### src/rtl/ga_pkg.sv
`timescale 1ns/1ps
package ga_pkg;

  typedef enum logic [2:0] {
    ST_IDLE   = 3'd0,
    ST_FILL   = 3'd1,
    ST_DRAIN  = 3'd2,
    ST_EVOLVE = 3'd3,
    ST_FLUSH  = 3'd4,
    ST_DONE   = 3'd5
  } ga_state_e;

  // Fitness evaluator register stages; the drain wait is sized from it.
  localparam int FIT_STAGES = 2;

  // Galois mask of x^32 + x^22 + x^2 + x + 1 (maximal length)
  localparam logic [31:0] RNG_MASK = 32'h8020_0003;
  localparam logic [31:0] RNG_ZERO_SUB = 32'h0000_0001;

  // 8-bit random value for child bit i, taken from a rotated window of the state
  function automatic logic [7:0] bit_rand(input logic [31:0] s, input int unsigned i);
    logic [63:0] dbl;
    int unsigned sh;
    dbl = {s, s};
    sh  = (i * 7) % 32;
    return dbl[sh +: 8];
  endfunction

endpackage

### src/rtl/ga_rst_sync.sv
`timescale 1ns/1ps
module ga_rst_sync (
  input  logic clk,
  input  logic rst_n_in,
  output logic rst_n_out
);
  logic meta_q, sync_q;

  always_ff @(posedge clk or negedge rst_n_in) begin
    if (!rst_n_in) begin
      meta_q <= 1'b0;
      sync_q <= 1'b0;
    end else begin
      meta_q <= 1'b1;
      sync_q <= meta_q;
    end
  end

  assign rst_n_out = sync_q;
endmodule

### src/rtl/ga_lfsr.sv
`timescale 1ns/1ps
module ga_lfsr
  import ga_pkg::*;
(
  input  logic        clk,
  input  logic        rst_n,
  input  logic        load,
  input  logic [31:0] seed,
  input  logic        adv,
  output logic [31:0] state
);
  logic [31:0] state_q, state_d;

  always_comb begin
    state_d = state_q;
    if (load) begin
      state_d = (seed == 32'd0) ? RNG_ZERO_SUB : seed;
    end else if (adv) begin
      state_d = {1'b0, state_q[31:1]} ^ (state_q[0] ? RNG_MASK : 32'd0);
    end
  end

  always_ff @(posedge clk or negedge rst_n) begin
    if (!rst_n) state_q <= RNG_ZERO_SUB;
    else        state_q <= state_d;
  end

  assign state = state_q;


  rng_nonzero_chk: assert property (@(posedge clk) disable iff (!rst_n)
    state_q != 32'd0);
endmodule

### src/rtl/ga_pop_mem.sv
`timescale 1ns/1ps
module ga_pop_mem #(
  parameter int DEPTH = 16,
  parameter int W     = 16,
  parameter int FW    = 6,
  localparam int AW   = $clog2(DEPTH)
) (
  input  logic          clk,
  input  logic          we,
  input  logic [AW-1:0] waddr,
  input  logic [W-1:0]  wchrom,
  input  logic [FW-1:0] wfit,
  input  logic [AW-1:0] raddr_a,
  input  logic [AW-1:0] raddr_b,
  output logic [W-1:0]  rchrom_a,
  output logic [FW-1:0] rfit_a,
  output logic [W-1:0]  rchrom_b,
  output logic [FW-1:0] rfit_b
);
  logic [W-1:0]  chrom_arr [DEPTH];
  logic [FW-1:0] fit_arr   [DEPTH];

  always_ff @(posedge clk) begin
    if (we) begin
      chrom_arr[waddr] <= wchrom;
      fit_arr[waddr]   <= wfit;
    end
  end

  assign rchrom_a = chrom_arr[raddr_a];
  assign rfit_a   = fit_arr[raddr_a];
  assign rchrom_b = chrom_arr[raddr_b];
  assign rfit_b   = fit_arr[raddr_b];
endmodule

### src/rtl/ga_fitness.sv
`timescale 1ns/1ps
module ga_fitness #(
  parameter int W  = 16,
  parameter int FW = 6,
  parameter int TW = 8
) (
  input  logic          clk,
  input  logic          rst_n,
  input  logic          in_v,
  input  logic [W-1:0]  in_chrom,
  input  logic [TW-1:0] in_tag,
  output logic          out_v,
  output logic [W-1:0]  out_chrom,
  output logic [FW-1:0] out_fit,
  output logic [TW-1:0] out_tag
);
  localparam int HALF = W / 2;

  logic [FW-1:0] lo_cnt, hi_cnt;
  logic          a_v;
  logic [FW-1:0] a_lo, a_hi;
  logic [W-1:0]  a_chrom;
  logic [TW-1:0] a_tag;

  // stage A: split ones count
  always_comb begin
    lo_cnt = '0;
    hi_cnt = '0;
    for (int i = 0; i < W; i++) begin
      if (i < HALF) lo_cnt = lo_cnt + FW'(in_chrom[i]);
      else          hi_cnt = hi_cnt + FW'(in_chrom[i]);
    end
  end

  always_ff @(posedge clk or negedge rst_n) begin
    if (!rst_n) begin
      a_v   <= 1'b0;
      out_v <= 1'b0;
    end else begin
      a_v   <= in_v;
      out_v <= a_v;
    end
  end

  always_ff @(posedge clk) begin
    if (in_v) begin
      a_lo    <= lo_cnt;
      a_hi    <= hi_cnt;
      a_chrom <= in_chrom;
      a_tag   <= in_tag;
    end
  end

  // stage B: weighted sum
  always_ff @(posedge clk) begin
    if (a_v) begin
      out_fit   <= a_lo + (a_hi << 1);
      out_chrom <= a_chrom;
      out_tag   <= a_tag;
    end
  end
endmodule

### src/rtl/ga_engine.sv
`timescale 1ns/1ps
module ga_engine
  import ga_pkg::*;
#(
  parameter int CHROM_W   = 16,
  parameter int POP_DEPTH = 16,
  parameter int NUM_GEN   = 1024,
  localparam int AW = $clog2(POP_DEPTH),
  localparam int FW = $clog2(2 * CHROM_W + 1),
  localparam int GW = $clog2(NUM_GEN + 1)
) (
  input  logic               clk,
  input  logic               rst_n,
  input  logic               start,
  input  logic [31:0]        seed,
  input  logic [7:0]         mut_thresh,
  input  logic               xover_en,
  output logic [CHROM_W-1:0] best_chrom,
  output logic [FW-1:0]      best_fit,
  output logic [GW-1:0]      gen_count,
  output logic               done
);
  localparam int CW = $clog2(CHROM_W);
  localparam int TW = 1 + AW + FW;

  logic rst_n_s;
  ga_rst_sync u_rst (.clk(clk), .rst_n_in(rst_n), .rst_n_out(rst_n_s));

  // ---------------- control ----------------
  ga_state_e      st_q, st_d;
  logic [AW-1:0]  cnt_q, cnt_d;
  logic [GW-1:0]  iss_q, iss_d;
  logic [GW-1:0]  gen_q, gen_d;
  logic           done_q, done_d;
  logic [CHROM_W-1:0] best_c_q, best_c_d;
  logic [FW-1:0]  best_f_q, best_f_d;

  logic start_ok, rng_adv, issue, fill_v;
  logic retire, accept, retire_last;
  logic [31:0] rng;

  // write-back side (fitness outputs)
  logic               fo_v;
  logic [CHROM_W-1:0] fo_chrom;
  logic [FW-1:0]      fo_fit;
  logic [TW-1:0]      fo_tag;
  logic               fo_force;
  logic [AW-1:0]      fo_addr;
  logic [FW-1:0]      fo_tfit;

  assign start_ok = start && (st_q == ST_IDLE || st_q == ST_DONE);
  assign rng_adv  = (st_q == ST_FILL) || (st_q == ST_DRAIN) ||
                    (st_q == ST_EVOLVE) || (st_q == ST_FLUSH);
  assign issue    = (st_q == ST_EVOLVE);
  assign fill_v   = (st_q == ST_FILL);

  assign {fo_force, fo_addr, fo_tfit} = fo_tag;
  assign retire      = fo_v && !fo_force;
  assign accept      = fo_v && (fo_force || (fo_fit > fo_tfit));
  assign retire_last = retire && (gen_q == GW'(NUM_GEN - 1));

  ga_lfsr u_rng (
    .clk(clk), .rst_n(rst_n_s), .load(start_ok), .seed(seed),
    .adv(rng_adv), .state(rng)
  );

  always_comb begin
    st_d  = st_q;
    cnt_d = cnt_q;
    iss_d = iss_q;
    case (st_q)
      ST_IDLE, ST_DONE: begin
        if (start_ok) begin
          st_d  = ST_FILL;
          cnt_d = '0;
          iss_d = '0;
        end
      end
      ST_FILL: begin
        cnt_d = cnt_q + 1'b1;
        if (cnt_q == AW'(POP_DEPTH - 1)) begin
          st_d  = ST_DRAIN;
          cnt_d = '0;
        end
      end
      ST_DRAIN: begin
        cnt_d = cnt_q + 1'b1;
        if (cnt_q == AW'(FIT_STAGES - 1)) st_d = ST_EVOLVE;
      end
      ST_EVOLVE: begin
        iss_d = iss_q + 1'b1;
        if (iss_q == GW'(NUM_GEN - 1)) st_d = ST_FLUSH;
      end
      ST_FLUSH: begin
        if (retire_last) st_d = ST_DONE;
      end
      default: st_d = ST_IDLE;
    endcase
  end

  always_comb begin
    gen_d    = gen_q;
    done_d   = done_q;
    best_c_d = best_c_q;
    best_f_d = best_f_q;
    if (start_ok) begin
      gen_d    = '0;
      done_d   = 1'b0;
      best_c_d = '0;
      best_f_d = '0;
    end else begin
      if (retire)      gen_d  = gen_q + 1'b1;
      if (retire_last) done_d = 1'b1;
      if (accept && (fo_fit > best_f_q)) begin
        best_c_d = fo_chrom;
        best_f_d = fo_fit;
      end
    end
  end

  always_ff @(posedge clk or negedge rst_n_s) begin
    if (!rst_n_s) begin
      st_q     <= ST_IDLE;
      cnt_q    <= '0;
      iss_q    <= '0;
      gen_q    <= '0;
      done_q   <= 1'b0;
      best_c_q <= '0;
      best_f_q <= '0;
    end else begin
      st_q     <= st_d;
      cnt_q    <= cnt_d;
      iss_q    <= iss_d;
      gen_q    <= gen_d;
      done_q   <= done_d;
      best_c_q <= best_c_d;
      best_f_q <= best_f_d;
    end
  end

  // ---------------- stage 0: random parent selection ----------------
  logic [AW-1:0]      sel_a, sel_b;
  logic [7:0]         cut_rand;
  logic [CHROM_W-1:0] par_a, par_b;
  logic [FW-1:0]      fit_a, fit_b;

  assign sel_a    = rng[AW-1:0];
  assign sel_b    = rng[2*AW-1:AW];
  assign cut_rand = rng[2*AW +: 8];

  ga_pop_mem #(.DEPTH(POP_DEPTH), .W(CHROM_W), .FW(FW)) u_pop (
    .clk(clk), .we(accept), .waddr(fo_addr), .wchrom(fo_chrom), .wfit(fo_fit),
    .raddr_a(sel_a), .raddr_b(sel_b),
    .rchrom_a(par_a), .rfit_a(fit_a), .rchrom_b(par_b), .rfit_b(fit_b)
  );

  // ---------------- stage 1 register ----------------
  logic               s1_v;
  logic [CHROM_W-1:0] s1_pa, s1_pb;
  logic [AW-1:0]      s1_addr;
  logic [FW-1:0]      s1_tfit;
  logic [CW-1:0]      s1_cut;

  always_ff @(posedge clk) begin
    if (issue) begin
      s1_pa   <= par_a;
      s1_pb   <= par_b;
      s1_addr <= (fit_a <= fit_b) ? sel_a : sel_b;
      s1_tfit <= (fit_a <= fit_b) ? fit_a : fit_b;
      s1_cut  <= CW'(1 + (int'(cut_rand) % (CHROM_W - 1)));
    end
  end

  // ---------------- stage 2: single-point crossover ----------------
  logic               s2_v;
  logic [CHROM_W-1:0] s2_child, low_mask;
  logic [AW-1:0]      s2_addr;
  logic [FW-1:0]      s2_tfit;

  assign low_mask = ~({CHROM_W{1'b1}} << s1_cut);

  always_ff @(posedge clk) begin
    if (s1_v) begin
      s2_child <= xover_en ? ((s1_pa & low_mask) | (s1_pb & ~low_mask)) : s1_pa;
      s2_addr  <= s1_addr;
      s2_tfit  <= s1_tfit;
    end
  end

  // ---------------- stage 3: per-bit mutation ----------------
  logic               s3_v;
  logic [CHROM_W-1:0] s3_child, flip;
  logic [AW-1:0]      s3_addr;
  logic [FW-1:0]      s3_tfit;

  for (genvar gi = 0; gi < CHROM_W; gi++) begin : g_mut
    assign flip[gi] = bit_rand(rng, gi) < mut_thresh;
  end

  always_ff @(posedge clk) begin
    if (s2_v) begin
      s3_child <= s2_child ^ flip;
      s3_addr  <= s2_addr;
      s3_tfit  <= s2_tfit;
    end
  end

  always_ff @(posedge clk or negedge rst_n_s) begin
    if (!rst_n_s) begin
      s1_v <= 1'b0;
      s2_v <= 1'b0;
      s3_v <= 1'b0;
    end else begin
      s1_v <= issue;
      s2_v <= s1_v;
      s3_v <= s2_v;
    end
  end

  // ---------------- stages 4-5: fitness ----------------
  logic               fi_v;
  logic [CHROM_W-1:0] fi_chrom;
  logic [TW-1:0]      fi_tag;

  assign fi_v     = fill_v | s3_v;
  assign fi_chrom = fill_v ? rng[CHROM_W-1:0] : s3_child;
  assign fi_tag   = fill_v ? {1'b1, cnt_q, {FW{1'b0}}} : {1'b0, s3_addr, s3_tfit};

  ga_fitness #(.W(CHROM_W), .FW(FW), .TW(TW)) u_fit (
    .clk(clk), .rst_n(rst_n_s), .in_v(fi_v), .in_chrom(fi_chrom), .in_tag(fi_tag),
    .out_v(fo_v), .out_chrom(fo_chrom), .out_fit(fo_fit), .out_tag(fo_tag)
  );

  assign best_chrom = best_c_q;
  assign best_fit   = best_f_q;
  assign gen_count  = gen_q;
  assign done       = done_q;

  // ---------------- assertions ----------------

  fill_quiet_chk: assert property (@(posedge clk) disable iff (!rst_n_s)
    (st_q == ST_FILL) |-> (gen_q == '0));


  gen_step_chk: assert property (@(posedge clk) disable iff (!rst_n_s)
    (gen_q != $past(gen_q)) |-> ((gen_q == $past(gen_q) + 1'b1) || (gen_q == '0)));


  done_hold_chk: assert property (@(posedge clk) disable iff (!rst_n_s)
    (done_q && !start) |=> (done_q && $stable(gen_q)));


  best_mono_chk: assert property (@(posedge clk) disable iff (!rst_n_s)
    !$past(start_ok) |-> (best_f_q >= $past(best_f_q)));


  mut_off_chk: assert property (@(posedge clk) disable iff (!rst_n_s)
    ($past(s2_v) && ($past(mut_thresh) == 8'd0)) |-> (s3_child == $past(s2_child)));


  start_ignore_chk: assert property (@(posedge clk) disable iff (!rst_n_s)
    (start && (st_q == ST_EVOLVE)) |=> (st_q != ST_FILL));
endmodule

### config.mk
export PLATFORM = sky130hd
export DESIGN_NAME = ga_engine
export DESIGN_NICKNAME = d
export VERILOG_FILES = /design/src/rtl/ga_pkg.sv /design/src/rtl/ga_rst_sync.sv /design/src/rtl/ga_lfsr.sv /design/src/rtl/ga_pop_mem.sv /design/src/rtl/ga_fitness.sv /design/src/rtl/ga_engine.sv
export SDC_FILE = /design/constraint.sdc
export NUM_CORES = 1
export LEC_CHECK = 0
export BUFFER_PORTS_ARGS = -buffer_cell sky130_fd_sc_hd__buf_2
export CORE_AREA = 8 8 297 242
export CTS_CLUSTER_DIAMETER = 50
export DETAILED_ROUTE_END_ITERATION = 6
export DIE_AREA = 0 0 305 250
export HOLD_SLACK_MARGIN = 0.12
export PLACE_DENSITY = 0.61
export SLEW_MARGIN = 20
export SYNTH_ARGS = -nofsm -noshare
export SYNTH_HDL_FRONTEND = slang
export SYNTH_SLANG_ARGS = --single-unit
### constraint.sdc
create_clock -name clk -period 3.2 [get_ports clk]
set_input_delay 0.64 -clock clk [delete_from_list [all_inputs] [get_ports clk]]
set_output_delay 0.64 -clock clk [all_outputs]
set_load 0.05 [all_outputs]
; Yosys cells after proc, flatten, opt, wreduce, memory -nomap -nowiden
; Memory sizes are Yosys's and may differ from the RTL's. A register that Yosys moved wholly into a read port is not among the register bits.
; Cells that the tools add are included.
[word_totals]
ff_bits = 228
ramBits = 352
inputBits = 44
output_inout_bits = 34
wordCells = 149
memories = 2
[mem_list]
columns = name, depth, width, read_ports, rd_clocked_by_memory_dff, wr, line
row1 = u_pop.chrom_arr, 16, 16, 2, 2, 1, ga_pop_mem.sv:20  ; logic [W-1:0] chrom_arr [DEPTH];
row2 = u_pop.fit_arr, 16, 6, 2, 0, 1, ga_pop_mem.sv:21  ; logic [FW-1:0] fit_arr [DEPTH];
[classes]
addsub = 19
div = 1
n_lt_le_gt_ge = 19
eq_ne = 14
shifts = 1
n_mux = 30
n_bitwise = 8
reduce_logical = 23
[op_table]
columns = operator, n
row1 = less-than comparator 8 bit, 16
row2 = 2-to-1 mux 32 bit, 4
row3 = 2-to-1 mux 16 bit, 4
row4 = 2-to-1 mux 11 bit, 4
row5 = adder 6 x 1 -> 6 bit, 6
row6 = bitwise AND 16 bit, 2
row7 = zero test 32 bit, 1
row8 = "remainder unit 9 x 5 -> 32 bit, second input constant", 1
row9 = NOT 16 bit, 2
row10 = bitwise XOR 31 x 32 -> 32 bit, 1
row11 = adder 5 x 1 -> 5 bit, 6
row12 = "adder 11 x 1 -> 11 bit, second input constant", 2
row13 = "equality test 11 x 10 -> 1 bit, second input constant", 2
row14 = one-hot mux 11 bit (2 select lines), 1
row15 = 2-to-1 mux 6 bit, 3
row16 = OR 16 bit, 1
row17 = "<< shifter 16 x 4 -> 16 bit, first input constant", 1
row18 = bitwise XOR 16 bit, 1
row19 = 2-to-1 mux 3 bit, 5
row20 = one-hot mux 3 bit (5 select lines), 1
row21 = > comparator 6 bit, 2
row22 = 2-to-1 mux 4 bit, 3
row23 = one-hot mux 4 bit (3 select lines), 1
row24 = nonzero test 2 bit, 5
row25 = 22 further kinds, 40

; Depth between registers and ports, before layout
; Gate-level depths: netlist (run 1).
[depth]
depth_word = 9
ltp_mapped = 21
mapped_depth_nobuf = 20

; Cells and area by module
; From an unflattened synthesis (run 1), not the netlist that was laid out.
[hier_totals]
hier_cells = 1915
hier_area_um2 = 30122.6
[by_module_without_submodules]
columns = module, n_inst, cells_each, area_per_inst_um2, seq_area_each_um2
row1 = ga_pop_mem, 1, 747, 16082.9, 10570.1
row2 = ga_engine, 1, 886, 9825.7, 4319.1
row3 = ga_fitness, 1, 124, 2565.0, 2092.0
row4 = ga_lfsr, 1, 155, 1595.3, 802.0
row5 = ga_rst_sync, 1, 3, 53.8, 50.0

; Worst setup path before layout (run 1)
; No wires, ideal clock.
[synth_path]
kind = flip-flop to flip-flop
start = reg u_fit.out_fit[1]
end = mem u_pop.chrom_arr[0][0] (enable)
setup_time_ns = 0.465
arrival_ns = 4.131
required_ns = 2.735
path_slack_ns = -1.396
stages_incl_launch_ff = 11
n_path_buf = 0
period_less_slack_ns = 4.596
cell_sequence = edfxtp_1 -> ha_1 -> nor2b_1 -> o21a_1 -> o21a_1 -> o21a_1 -> o21ai_0 -> a32oi_1 -> o21ai_1 -> nor2_1 -> nor4b_1
[synth_between]
elab_chain_cells = 5
[synth_lines]
columns = element, line
row1 = "start, declared", ga_fitness.sv:14  ; output logic [FW-1:0] out_fit,
row2 = "start signal, assigned", ga_fitness.sv:57  ; out_fit <= a_lo + (a_hi << 1);
row3 = > comparator 6 bit, ga_engine.sv:59  ; assign accept = fo_v && (fo_force || (fo_fit > fo_tfit));
row4 = logical OR 1 bit, ga_engine.sv:59
row5 = logical AND 1 bit, ga_engine.sv:59
row6 = 2-to-1 mux 1 bit, ga_pop_mem.sv:24  ; if (we) begin
row7 = 2-to-1 mux 1 bit (implied by the code), ga_pop_mem.sv:25  ; chrom_arr[waddr] <= wchrom;
row8 = "end, declared", ga_pop_mem.sv:20
; Every way passes these cells.

; Worst setup path after layout (run 1)
[layout_path]
start = reg u_rng.state_q[0] (netlist: u_rng.state[0])
end = reg s1_tfit[0] (data pin)
[layout_between]
elab_chain_cells = 3
[layout_lines]
columns = element, line
row1 = "start, declared", ga_lfsr.sv:12  ; logic [31:0] state_q, state_d;
row2 = "start signal, assigned", ga_lfsr.sv:25  ; else state_q <= state_d;
row3 = memory (16 x 6 bit) *, -
row4 = less-or-equal comparator 6 bit, ga_engine.sv:169  ; s1_tfit <= (fit_a <= fit_b) ? fit_a : fit_b;
row5 = 2-to-1 mux 6 bit *, ga_engine.sv:169
row6 = "end signal, assigned", ga_engine.sv:169
row7 = "end, declared", ga_engine.sv:161  ; logic [FW-1:0] s1_tfit;
; Mark *: on every way between the ends. The rest lies on a longest branch, timed or not.
; A chain may end at the register's enable or synchronous reset.

==> results of run 1 <==
routing by layer:
layer | vias up | share of wire (%) | wire length (um)
li1 | 7825 | - | -
met5 | - | 0 | 0
met2 | 641 | 47 | 36300
met4 | 0 | 2.2 | 1710
met3 | 106 | 7.3 | 5630
met1 | 9254 | 44 | 33800
timing repair:
item,in CTS,in global routing
gates resized for setup,14,19
hold buffers,1,0
gates cloned,2,0
buffers inserted,13,9
setup endpoints to repair,24,24
hold endpoints to repair,2,0
pin swaps,17,18
logic make-up (layout without fill, tap and decap cells):
kind of cell               Yosys count  in the layout  share of synthesized area [%]
DFF                                609            609                           59.9
muxes                              290            290                           19.2
xor gates and xnor gates            38             38                           1.12
and+or+nand+nor                    359            359                           5.72
buffers and inverters              158            451                           2.04
adders and majority gates          156            156                           6.78
AOI/OAI and AO/OA                  244            244                           5.25
other                                1              1                         0.0126
power breakdown:
part	switching (W)	internal (W)
clock	0.00331	0.00483
combinational	0.00947	0.00912
sequential	0.00193	0.0122
worst register-to-register path: cells and delay by family, from the launching register on:
kind	cells	cell delay, ns
fa+ha+maj	1	0.15
buf+inv	3	0.39
flops	1	0.71
compound gates	4	0.66
mux	3	1.34
simple gates	3	0.20
cell usage in the layout (no fill, tap or decap), types with 25 or more instances in the layout:
cell / instances
o21ai_0: 49
inv_1: 51
edfxtp_1: 518
a21oi_1: 51
ha_1: 139
mux4_2: 220
nor2b_1: 34
a21o_1: 54
nand2_1: 109
clkbuf_16: 70
mux2i_1: 31
nand2b_1: 40
nor2_1: 94
dfrtp_1: 80
buf_12: 25
mux2_2: 27
a31oi_1: 34
buf_2: 77
buf_4: 151
final cells by class:
class | instances | area, sq um
multi-input cells | 1088 | 11700
repair buffers | 264 | 2200
clock inverters | 43 | 557
inverters | 62 | 233
fillers | 5292 | 31200
well taps | 870 | 1090
clock buffers | 82 | 1800
flip-flops and latches | 609 | 17900
how the worst min path moves through the flow:
stage	from	to	slack, ns	cells past startpoint
after CTS	seed[26]	u_rng.state[26]	0.27	3
after floorplan	u_rst.meta_q	u_rst.rst_n_out	0.33	0
after global routing	seed[27]	u_rng.state[27]	0.29	3
final	seed[26]	u_rng.state[26]	0.30	3
after detailed placement	u_rst.meta_q	u_rst.rst_n_out	0.34	0
after global placement	u_rst.meta_q	u_rst.rst_n_out	0.34	0
synthesized netlist by cell type, types with 24 or more instances:
| cell type | number | area share [%] |
|---|---|---|
| mux2i_1 | 32 | 1.1 |
| xor2_1 | 24 | 0.71 |
| a21o_1 | 54 | 1.4 |
| ha_1 | 147 | 6.2 |
| nand2_1 | 111 | 1.4 |
| clkbuf_1 | 69 | 0.87 |
| edfxtp_1 | 518 | 52 |
| inv_1 | 62 | 0.78 |
| nor2_1 | 103 | 1.3 |
| o21ai_0 | 56 | 0.94 |
| dfrtp_1 | 90 | 7.6 |
| nand2b_1 | 40 | 0.84 |
| mux4_2 | 220 | 17 |
| nor2b_1 | 36 | 0.76 |
| a21oi_1 | 56 | 0.94 |
| mux2_2 | 36 | 1.4 |
| a31oi_1 | 34 | 0.71 |
state kept, by name, summed over array words and instances (netlist names), 6 cells and up:
name	flops
u_fit.out_chrom	16
u_pop.fit_arr	96
u_fit.out_fit	6
s2_tfit	6
iss_q	11
u_fit.a_chrom	16
u_fit.out_tag	11
s3_tfit	6
gen_count	11
best_chrom	16
u_fit.a_tag	11
s1_tfit	6
s1_pb	16
s3_child	16
s1_pa	16
u_rng.state	32
best_fit	6
u_pop.chrom_arr	256
s2_child	16
metrics by stage:
| stage | utilization [%] | area, sq um | instances |
|---|---|---|---|
| after floorplan | - | 30100 | 1855 |
| after global placement | 49.1 | 32800 | 2872 |
| after detailed placement | 49.1 | 32800 | 2872 |
| after CTS | 53.0 | 35300 | 3011 |
| after global routing | 53.1 | 35400 | 3018 |
| final | 53.1 | 35400 | 3018 |
==> impl_summary.log, run 1 <==
INFO  metric fin_hold_ws = 0.300 ns
INFO  metric worst-r2r-cell-count = 14
INFO  metric crit_chain = buf_12 > mux4_2 > mux4_2 > inv_2 > ha_2 > nor2b_1 > o21a_1 > o21ai_1 > nand2b_1 > a21oi_2 > nor2b_1 > o22ai_2 > buf_12 > mux2_4
INFO  metric grt_util_met2 = 31.8%
INFO  metric critPathLaunchType = flop
INFO  metric detailedPlace.worstSlack = -0.469 ns
INFO  metric core = 66,700 sq um
INFO  metric drt-vias-per-instance = 5.91
INFO  metric synth_enable_flop_cells = 518
INFO  metric timing.critical_path.depth = 14
INFO  metric power_density = 1150 nW/um^2
INFO  metric setup_repair_after_global_routing_missed_its_margin = true
INFO  metric iteration_0_drc_markers = 1,548
INFO  metric clock_sinks = 609
INFO  metric numPortBuffers = 77
INFO  metric final_min_period_over_clock_period = 116%
INFO  metric power_leakage = 13.4 nW
INFO  metric outcome = complete, but fails checks
INFO  metric globalRouteOverflowTotal = 0
INFO  metric setup.worst_path.class = flop to flop
INFO  metric critical_path_max_stage_delay = 0.71 ns
INFO  metric grt_max_degree = 66
INFO  metric crit_required = 3.56 ns
INFO  metric grt_pass1_vias = 18.0k
INFO  metric async_reset_ff_share = 14.9%
INFO  metric areaGrowthSynthToFinish = 19.0%
INFO  metric diodes = 0
INFO  metric rrSetupSlack = -0.50 ns
INFO  metric io-pin-count = 78
INFO  metric layout_min_cycle_time = 3.70 ns
INFO  metric avgRoutedWirePerCell = 25.7 um
INFO  metric ys_warn_count = 0
INFO  metric clk-insertion-delay-late = 0.62 ns
INFO  metric post-layout-total-power = 0.0408 W
INFO  metric cell_area_after_technology_mapping = 29,800 sq um
INFO  metric fin_worst_skew = 0.0183 ns
INFO  metric die_y = 250 um
INFO  metric slew-limit-headroom = 27.6%
INFO  metric cp-end-kind = flop
INFO  metric grt.met1_usage = 28.3%
INFO  metric synth.lib_cells_used.distinct = 65
INFO  metric detail-route-antenna-nets = 0
INFO  metric route.final.wire_length = 77.4 mm
INFO  metric final_net_count = 2,294
INFO  metric groute.usage.overall = 20.1%
INFO  metric worst_pin_slew = 1.09 ns
INFO  metric first_pass_drt_iterations = 5
INFO  metric power.ir.vdd_worst = 535 uV
INFO  metric syn_nets = 2,055
INFO  metric clock_path_buffers = 3
INFO  metric crit_path_top_delay_cell = dfstp_4
INFO  metric cp-endpoint = s1_tfit[0]
INFO  metric ctsHtreeMaxLevel = 3
INFO  metric grt_antenna_before_repair = 4
INFO  metric drive_above_1_share = 33.2%
INFO  metric hold_path_class = primary input to flop
INFO  metric seq_cells_post_synth = 609
INFO  metric final_hold_viol_count = 0
INFO  metric critical_path_peak_fanout = 7
INFO  metric timing.critical_path.buf_inv = 3
INFO  metric placementRows = 85
INFO  metric root_buffer = clkbuf_16
INFO  metric hpwl = 49.7 mm
INFO  metric violations_in_the_final_reports = negative setup slack
INFO  metric groute.layer.met3.usage = 4.32%
INFO  metric max_cap_viol_count = 0
INFO  metric crit-reg2reg-launch = u_rng.state[0]
INFO  metric synth_sequential_area_ratio = 59.9%
INFO  metric cts_tree = yes
INFO  metric dr_total_vias = 17.8k
INFO  metric timing.critical_path.from = u_rng.state[0]
INFO  metric timing.critical_path.max_delay_family = multiplexers
INFO  metric totalNegativeSetupSlack = -6.90 ns
INFO  metric syn-instance-count = 1,855
INFO  metric horizontal_extent_of_the_die = 305 um
INFO  metric fmaxAchievable = 0.271 GHz
INFO  metric start_util = 44.7%
INFO  metric top_flip_flop_cell_by_instance_count_after_synthesis = edfxtp_1
INFO  metric synth.avg_cell_area = 16.1 sq um
INFO  metric grt_first_pass_wirelength = 116 mm
INFO  metric setup_ws = -0.496 ns
INFO  metric route.detailed.drc = 0
INFO  metric routabilityCongestion = 0.843
INFO  metric tritoncts.num_buffers = 69
INFO  metric critical_path.reg2reg.endpoint = s1_tfit[0]
INFO  metric die_area = 76,300 sq um
INFO  metric clock_transition_at_path_regs = 0.06 ns
INFO  metric timing.final.setup_violations = 20
INFO  metric slew_viol_final = 0
INFO  metric critical_path_arrival = 4.05 ns
INFO  metric grt.busiest_layer = met2
(Power assumes the default switching activity.)
==> run 2: changes to the inputs <==
--- a/config.mk
+++ b/config.mk
@@ -12,6 +12,7 @@
 export DIE_AREA = 0 0 305 250
 export HOLD_SLACK_MARGIN = 0.12
 export PLACE_DENSITY = 0.61
+export SKIP_LAST_GASP = 1
 export SLEW_MARGIN = 20
 export SYNTH_ARGS = -nofsm -noshare
 export SYNTH_HDL_FRONTEND = slang
==> run 2 against run 1 <==
The run still ends with negative setup slack left. Flip-flop and latch count stayed put. Final cell count is the same. Sequential power hardly changed. Register-to-register slack about the same. First-iteration DRC count is 2.9% higher. Largest cell class unchanged. Routed wire length is 0.17% lower. Critical path depth unchanged. Worst hold slack is essentially flat. Global-route usage hardly changed.
==> impl_summary.log, run 2 (same netlist as run 1, synthesis figures left out) <==
INFO  metric core = 66,700 sq um (unchanged)
INFO  metric diodes = 0 (unchanged)
INFO  metric areaGrowthSynthToFinish = 18.9% (about the same)
INFO  metric slew_viol_final = 0 (unchanged)
INFO  metric setup_repair_after_global_routing_missed_its_margin = true
INFO  metric fmaxAchievable = 0.271 GHz (+0.28%)
INFO  metric dr_total_vias = 17.8k (-0.30%)
INFO  metric crit_chain = buf_12 > mux4_2 > mux4_2 > inv_2 > ha_2 > nor2b_1 > o21a_1 > o21ai_1 > nand2b_1 > a21oi_2 > nor2b_1 > o22ai_2 > buf_12 > mux2_4
INFO  metric critPathLaunchType = flop
INFO  metric detail-route-antenna-nets = 0 (unchanged)
INFO  metric first_pass_drt_iterations = 5 (unchanged)
INFO  metric placementRows = 85 (unchanged)
INFO  metric hold_path_class = primary input to flop
INFO  metric groute.usage.overall = 20.1% (about the same)
INFO  metric numPortBuffers = 77 (unchanged)
INFO  metric root_buffer = clkbuf_16
INFO  metric fin_util = 53.1% (about the same)
INFO  metric max_cap_viol_count = 0 (unchanged)
INFO  metric timing.final.setup_violations = 20 (unchanged)
INFO  metric crit_path_top_delay_cell = dfstp_4
INFO  metric power_density = 1150 nW/um^2 (-0.30%)
INFO  metric timing.critical_path.buf_inv = 3 (unchanged)
INFO  metric final_cell_mix = edfxtp_1, mux4_2, buf_4, ha_1, nand2_1
INFO  metric final_instance_area = 35,400 sq um (about the same)
INFO  metric grt_pass1_vias = 18.0k (-0.022%)
INFO  metric clock_path_buffers = 3 (unchanged)
INFO  metric die_area = 76,300 sq um (unchanged)
INFO  metric outcome = complete, but fails checks
INFO  metric routabilityCongestion = 0.843 (unchanged)
INFO  metric critical_path_peak_fanout = 7 (unchanged)
INFO  metric hpwl = 49.7 mm (unchanged)
INFO  metric stdcell_count = 3,018 (unchanged)
INFO  metric start_util = 44.7% (unchanged)
INFO  metric setup.worst_path.class = flop to flop
INFO  metric clock_sinks = 609 (unchanged)
INFO  metric critical_path_max_stage_delay = 0.70 ns (about the same)
INFO  metric io-pin-count = 78 (unchanged)
INFO  metric tritoncts.num_buffers = 69 (unchanged)
INFO  metric final_net_count = 2,294 (unchanged)
INFO  metric final_min_period_over_clock_period = 115% (-0.32 points)
INFO  metric regMostFlops = u_pop.chrom_arr
INFO  metric worst_pin_slew = 1.09 ns (+0.00798 ns)
INFO  metric layout_filler_cell_count = 5,286 (-0.11%)
INFO  metric clock_transition_at_path_regs = 0.06 ns (about the same)
INFO  metric avgRoutedWirePerCell = 25.6 um (-0.17%)
INFO  metric ff_latch_area = 17,900 sq um (unchanged)
INFO  metric mostFrequentLayoutCell = edfxtp_1
INFO  metric cts_tree = yes
INFO  metric route.detailed.drc = 0 (unchanged)
INFO  metric power.ir.vdd_worst = 535 uV (about the same)
INFO  metric layout_min_cycle_time = 3.69 ns (-0.0103 ns)
INFO  metric power_leakage = 13.4 nW (about the same)
INFO  metric fin_worst_skew = 0.0177 ns (-0.000509 ns)
INFO  metric iteration_0_drc_markers = 1,593 (+2.9%)
INFO  metric route.final.wire_length = 77.3 mm (-0.17%)
INFO  metric detailedPlace.worstSlack = -0.469 ns (unchanged)
INFO  metric drive_above_1_share = 33.1% (-0.14 points)
INFO  metric slew-limit-headroom = 27.1% (-0.53 points)
INFO  metric numPlacedInstances = 2,872 (unchanged)
INFO  metric cp-end-kind = flop
INFO  metric final_hold_viol_count = 0 (unchanged)
INFO  metric violations_in_the_final_reports = negative setup slack
INFO  metric drt-vias-per-instance = 5.89 (-0.30%)
INFO  metric timing.critical_path.max_delay_family = multiplexers
INFO  metric crit_required = 3.56 ns (about the same)
INFO  metric largest_reg_flops = 256 (unchanged)
INFO  metric critical_path_arrival = 4.04 ns (about the same)
INFO  metric setup_ws = -0.486 ns (+0.0103 ns)
INFO  metric dpl-instance-area = 32,800 sq um (unchanged)
INFO  metric grt_antenna_before_repair = 4 (unchanged)
INFO  metric grt_first_pass_wirelength = 116 mm (about the same)
INFO  metric globalRouteOverflowTotal = 0 (unchanged)
INFO  metric grt_max_degree = 66 (unchanged)
INFO  metric totalNegativeSetupSlack = -6.81 ns (+0.0868 ns)
INFO  metric clk-insertion-delay-late = 0.62 ns (about the same)
INFO  metric ctsHtreeMaxLevel = 3 (unchanged)
INFO  metric horizontal_extent_of_the_die = 305 um (unchanged)
INFO  metric die_y = 250 um (unchanged)
INFO  metric multi_input_area = 11,700 sq um (-0.13%)
-- run 2: area by class of cell --
| type | count | area share [%] |
|---|---|---|
| Inverter | 62 | 0.657 |
| Clock buffer | 82 | 5.07 |
| Clock inverter | 43 | 1.57 |
| Sequential cell | 609 | 50.4 |
| Multi-Input combinational cell | 1088 | 33.0 |
| Tap cell | 870 | 3.07 |
| Timing Repair Buffer | 264 | 6.21 |
-- run 2: worst min-delay path, delay by kind of cell --
family          cells  cell delay (ns)
compound gates      1             0.07
simple gates        1             0.05
buf+inv             1             0.11
-- run 2: timing repair --
action / 4_1_cts / 5_1_grt
pin swaps: 17 / 18
resized for setup: 13 / 16
gates cloned: 2 / 0
endpoints found under the setup margin: 24 / 24
hold buffers: 1 / 0
setup buffers: 13 / 9
hold endpoints to repair: 2 / 0
-- run 2: final timing paths --
path	startpoint	endpoint	slack (ns)	cells past startpoint
worst max-delay path	u_rng.state[0]	s1_tfit[0]	-0.49	14
worst min-delay path	seed[26]	u_rng.state[26]	0.30	3
worst max register to register	u_rng.state[0]	s1_tfit[0]	-0.49	14
worst min register to register	u_rst.meta_q	u_rst.rst_n_out	0.35	0
max in group asynchronous	u_rst.rst_n_out	u_rng.state[0]	1.91	1
min in group asynchronous	rst_n	u_rst.rst_n_out	0.35	2
-- run 2: routing by layer --
layer  vias up  routed length, um  global-route usage (%)
met5         -                  0                       0
met4         0               1700                    5.36
met3       106               5870                    4.32
met2       652              36200                    31.8
met1      9186              33600                    28.3
li1       7828                  -                       -
-- run 2: metrics by stage --
stage | power [W] | hold WS (ns)
floorplan | 0.0255 | 0.331
global placement | 0.0313 | 0.342
detailed placement | 0.0319 | 0.340
CTS | 0.0407 | 0.272
global route | 0.0431 | 0.290
finish | 0.0407 | 0.301
-- run 2: power by group --
part | total (W) | switching, W | leakage, nW | internal (W)
clock | 0.00814 | 0.00331 | 1.15 | 0.00483
sequential | 0.0141 | 0.00192 | 5.88 | 0.0122
combinational | 0.0185 | 0.00939 | 6.35 | 0.00906
total | 0.0407 | 0.0146 | 13.4 | 0.0260
